--- src/rtl/burst_stage.sv ---
module burst_stage #(
  parameter int COLW  = 10,
  parameter int DW    = 8,
  parameter int BEATS = 16
) (
  input  logic                          clk,
  input  logic                          rst_n,
  input  logic                          req_valid,
  input  logic                          req_write,
  input  logic [COLW-1:0]               req_col,
  output logic                          req_ready,
  output logic                          done,
  output logic                          arr_rd_en,
  output logic                          arr_wr_en,
  output logic [COLW-$clog2(BEATS)-1:0] arr_slice,
  input  logic [DW*BEATS-1:0]           arr_rd_data,
  output logic [DW*BEATS-1:0]           arr_wr_data,
  output logic                          rd_valid,
  output logic [DW-1:0]                 rd_data,
  input  logic                          wr_valid,
  input  logic [DW-1:0]                 wr_data
);
  localparam int BIW = $clog2(BEATS);
  localparam int SW  = COLW - BIW;
  localparam int AW  = DW * BEATS;
  localparam logic [BIW-1:0] LAST = BIW'(BEATS - 1);

  typedef enum logic [2:0] {S_IDLE, S_FETCH, S_RBURST, S_WCOL, S_WCOMMIT} state_t;

  state_t         state;
  logic [SW-1:0]  slice_q;
  logic [BIW-1:0] beat_q;
  logic [BIW-1:0] cnt_q;
  logic [AW-1:0]  rbuf;
  logic [AW-1:0]  wbuf;

  wire accept = req_valid && req_ready;
  wire last   = cnt_q == LAST;

  assign req_ready   = state == S_IDLE;
  assign arr_rd_en   = state == S_FETCH;
  assign arr_wr_en   = state == S_WCOMMIT;
  assign arr_slice   = slice_q;
  assign arr_wr_data = wbuf;
  assign rd_valid    = state == S_RBURST;
  assign rd_data     = rd_valid ? rbuf[beat_q*DW +: DW] : '0;
  assign done        = (rd_valid && last) || arr_wr_en;

  always_ff @(posedge clk) begin
    if (!rst_n) begin
      state   <= S_IDLE;
      slice_q <= '0;
      beat_q  <= '0;
      cnt_q   <= '0;
      rbuf    <= '0;
      wbuf    <= '0;
    end else begin
      case (state)
        S_IDLE: if (accept) begin
          slice_q <= req_col[COLW-1:BIW];
          beat_q  <= req_col[BIW-1:0];
          cnt_q   <= '0;
          state   <= req_write ? S_WCOL : S_FETCH;
        end
        S_FETCH: begin
          rbuf  <= arr_rd_data;
          state <= S_RBURST;
        end
        S_RBURST: begin
          beat_q <= beat_q + 1'b1;
          cnt_q  <= cnt_q + 1'b1;
          if (last) state <= S_IDLE;
        end
        S_WCOL: if (wr_valid) begin
          wbuf[beat_q*DW +: DW] <= wr_data;
          beat_q <= beat_q + 1'b1;
          cnt_q  <= cnt_q + 1'b1;
          if (last) state <= S_WCOMMIT;
        end
        S_WCOMMIT: state <= S_IDLE;
        default:   state <= S_IDLE;
      endcase
    end
  end

  a_r3_fetch_follows_read: assert property (@(posedge clk) disable iff (!rst_n)
    (req_valid && req_ready && !req_write) |=> arr_rd_en);
  a_r2_slice_from_column: assert property (@(posedge clk) disable iff (!rst_n)
    (req_valid && req_ready) |=> arr_slice == $past(req_col[COLW-1:BIW]));
  a_r4_beats_after_fetch: assert property (@(posedge clk) disable iff (!rst_n)
    arr_rd_en |=> rd_valid && !arr_rd_en);
  a_r7_commit_one_cycle: assert property (@(posedge clk) disable iff (!rst_n)
    arr_wr_en |=> !arr_wr_en);
  a_r7_commit_after_byte: assert property (@(posedge clk) disable iff (!rst_n)
    $rose(arr_wr_en) |-> $past(wr_valid));
  a_r8_busy_no_fetch: assert property (@(posedge clk) disable iff (!rst_n)
    (req_valid && !req_ready) |=> !arr_rd_en);
  a_r9_done_pulse: assert property (@(posedge clk) disable iff (!rst_n)
    done |=> !done);
  a_r1_no_overlap: assert property (@(posedge clk) disable iff (!rst_n)
    !(arr_rd_en && arr_wr_en));
endmodule

--- config.mk ---
export PLATFORM = sky130hd
export DESIGN_NAME = burst_stage
export DESIGN_NICKNAME = d
export VERILOG_FILES = /design/src/rtl/burst_stage.sv
export SDC_FILE = /design/constraint.sdc
export NUM_CORES = 1
export LEC_CHECK = 0
export ABC_AREA = 1
export BUFFER_PORTS_ARGS = -buffer_cell sky130_fd_sc_hd__clkbuf_2
export CAP_MARGIN = 20
export CORE_MARGIN = 1
export CORE_UTILIZATION = 50
export DETAILED_ROUTE_END_ITERATION = 6
export PLACE_DENSITY = 0.83
export SLEW_MARGIN = 20
export SYNTH_ARGS = -nofsm -noshare
export SYNTH_HDL_FRONTEND = slang
export SYNTH_SLANG_ARGS = --single-unit
--- constraint.sdc ---
create_clock -name clk -period 3.3 [get_ports clk]
set_input_delay 0.33 -clock clk [delete_from_list [all_inputs] [get_ports clk]]
set_output_delay 0.33 -clock clk [all_outputs]
set_load 0.005 [all_outputs]
==> summary.txt <==
Clock tree
  – CTS clk-pin slew, worst paths: 0.06 ns
  – Level count of the clock H-tree: 1
  – Hold-fix buffers at CTS: 0
  – TritonCTS buffer count: 28
  – Clock latency on the worst-skew pair: around 0.54 ns
  – Postcts setup bufs: 0
  – CTS Sinks: 273
  – Cts repair resizes: 0
  – Clock buffer depth: 3
  – Clk root buf: sky130_fd_sc_hd__clkbuf_16
  – TritonCTS clock tree: built

Layout
  – Top library cells by usage in the layout, fill and taps aside: sky130_fd_sc_hd__nor2_1, sky130_fd_sc_hd__clkbuf_2, sky130_fd_sc_hd__o21ai_0
  – Synthesis-to-finish area growth: 22.25%
  – Diode insertion count for antenna repair: 0
  – Summed area of non-filler cells in the final layout: 14170 um2
  – Layout cells sized above 1: 0.2088
  – Final cell count without fillers: 2234
  – Utilization after layout: 0.6239
  – Most frequent standard cell in the layout excluding fill and tap cells: sky130_fd_sc_hd__nor2_1
  – Final-stage net count: 2085

Logic synthesis
  – Yosys warning count: 0
  – Number of flops mapped to enable cells by yosys: 0
  – Number of library cell types mapped by synthesis: 33
  – Synth Register Bits: 273
  – Mean post-synth cell area: 6.882 um2
  – Post-synthesis net count: 1842
  – Mapped cell area: 11590 um2
  – Leading register cell type out of synthesis: sky130_fd_sc_hd__dfxtp_1
  – Sequential share of the synthesized area: 0.4716
  – Syn Inst Count: roughly 1700
  – Share of synthesized registers carrying an async set or reset: 0

STA
  – Fmax achieved: 0.3243 GHz
  – Worst-Margin Slew: 0.9766 ns
  – Unrepaired setup endpoints after global routing: false
  – Final worst path period need: 3.084 ns
  – Sum Neg Setup Slack: 0 ns
  – Share of the clock period used by the worst path after layout: 0.9345
  – Final setup vio count: 0
  – Max Transition Viols Final: 0
  – Max-Slew Margin vs Limit: 0.3489
  – Hold violation count in the final report: 0
  – Clock skew after layout: 0.01648 ns

Floorplan
  – Die footprint: 23790 um2
  – Count of pins on the block boundary: 298
  – Starting density of the core: 0.5104
  – Number of core rows: 55
  – Core footprint: 22710 um2
  – Die Wd: 154.3 um
  – Height of the chip: 154.3 um

Global route
  – Vias in the first global route: about 11000
  – GRT Resource Usage Total: 0.2903
  – Initial antenna violation count: 0
  – Gr ovfl total: 0
  – Largest net degree at the start of global routing: between 100 and 150
  – First-pass GRT wire length: 55970 um

Placed design
  – Routability congestion estimate from global placement: approximately 0.91
  – Number of buffers inserted by port buffering: 297
  – Placed Cells incl. Taps: 2182
  – Cell area reported after detailed placement: about 13000 um2
  – Detailed Place HPWL: 24490 um

Drt
  – Via count: 11993
  – # DRC: 0
  – Antenna-violating nets left: 0
  – 1st-pass router iterations: 5
  – Vias per Instance: 5.368
  – Wirelength, routed: 35060 um
  – Final routed wire length divided by cell count: 15.69 um
  – DRC marker count from the first detailed-route iteration: 1021

Power and ir drop
  – Max rail drop VDD: 0.0004023 V
  – Cell leakage power: between 6 and 7 nW
  – Pwr per Cell Area: just under 600 nW/um2

Run status
  – Status: completed

Setup path
  – Worst endpoint data arrival time: roughly 2.8 ns
  – Type of destination of the critical path: output port
  – Startpoint class of the critical path: flop
  – Req. time, crit path: 2.97 ns
  – Startpoint-to-endpoint class of the critical path: reg -> out
  – Worst Path Max Fanout: 45

Min path
  – Worst Hold Class: in -> reg

Run
  – Max-capacitance violation count: 0
where the power goes:
group / total (W) / internal (W) / leakage, nW / switching [W]
registers: 0.00360 / 0.00348 / 2.22 / 0.000123
clock network: 0.00337 / 0.00205 / 0.490 / 0.00132
logic: 0.00142 / 0.000436 / 4.02 / 0.000987
total: 0.00839 / 0.00596 / 6.73 / 0.00243
flip-flops by register name, indices dropped and copies added (netlist names):
name / cells
state: 3
arr_slice: 6
rbuf: 128
arr_wr_data: 128
beat_q: 4
cnt_q: 4
cell usage after synthesis, types with 5 or more instances:
| master | n | share of area |
|---|---|---|
| sky130_fd_sc_hd__nand2_1 | 122 | 0.040 |
| sky130_fd_sc_hd__clkbuf_1 | 68 | 0.022 |
| sky130_fd_sc_hd__nor2_2 | 13 | 0.0070 |
| sky130_fd_sc_hd__buf_1 | 6 | 0.0019 |
| sky130_fd_sc_hd__dfxtp_1 | 273 | 0.47 |
| sky130_fd_sc_hd__o211ai_1 | 6 | 0.0039 |
| sky130_fd_sc_hd__inv_1 | 67 | 0.022 |
| sky130_fd_sc_hd__buf_2 | 19 | 0.0082 |
| sky130_fd_sc_hd__o21ai_1 | 13 | 0.0056 |
| sky130_fd_sc_hd__nand2_2 | 5 | 0.0027 |
| sky130_fd_sc_hd__nor3_1 | 21 | 0.0091 |
| sky130_fd_sc_hd__a21oi_1 | 44 | 0.019 |
| sky130_fd_sc_hd__nor2_1 | 624 | 0.20 |
| sky130_fd_sc_hd__nand3_1 | 82 | 0.035 |
| sky130_fd_sc_hd__o21ai_0 | 272 | 0.12 |
| sky130_fd_sc_hd__ha_1 | 7 | 0.0076 |
| sky130_fd_sc_hd__inv_2 | 16 | 0.0052 |
worst paths after layout:
check	from	end	slack, ns	cells past startpoint
max	beat_q[0]	rd_data[4]	0.22	6
min	arr_rd_data[117]	rbuf[117]	0.009	3
max reg2reg	beat_q[0]	arr_wr_data[97]	0.45	8
min reg2reg	rbuf[59]	rbuf[59]	0.46	2
worst max-delay path, stage by stage (launching register included):
cell and delay, ns:
sky130_fd_sc_hd__dfxtp_4 0.68, sky130_fd_sc_hd__buf_4 0.54, sky130_fd_sc_hd__o21ai_0 0.14, sky130_fd_sc_hd__o211ai_1 0.28, sky130_fd_sc_hd__nand3_1 0.12, sky130_fd_sc_hd__a21oi_1 0.24, sky130_fd_sc_hd__clkbuf_2 0.17
logic make-up after synthesis:
family,share of synthesized area
simple gates,0.3085
compound gates,0.1478
flops,0.4716
buf+inv,0.06305
fa+ha+maj,0.007557
xor+xnor,0.001512
metal layers:
metal,global-route usage,share of wire,up-vias
li1,-,-,5878
met1,0.3822,0.43,5442
met2,0.4740,0.45,587
met3,0.04791,0.084,86
met4,0.1216,0.039,0
met5,0,0,-
final cells by class:
| class | count | area (um2) |
|---|---|---|
| timing repair buffer | 310 | 1619 |
| sequential | 273 | 5470 |
| tap | 285 | 356.6 |
| clock inverter | 13 | 171.4 |
| multi-input combinational | 1228 | 5401 |
| clock buffer | 39 | 823.3 |
| inverter | 86 | 326.6 |
| fill | 2032 | 8541 |
stage by stage:
| stage | hold WS (ns) | setup slack [ns] | total power, W |
|---|---|---|---|
| floorplan | 0.4293 | 0.9048 | 0.004619 |
| global placement | 0.4415 | 0.6614 | 0.005017 |
| detailed placement | 0.4449 | 0.5328 | 0.005054 |
| CTS | 0.002534 | 0.1647 | 0.008393 |
| global route | 0.01786 | 0.1059 | 0.008739 |
| finish | 0.008512 | 0.2163 | 0.008391 |
(Power assumes the default switching activity.)
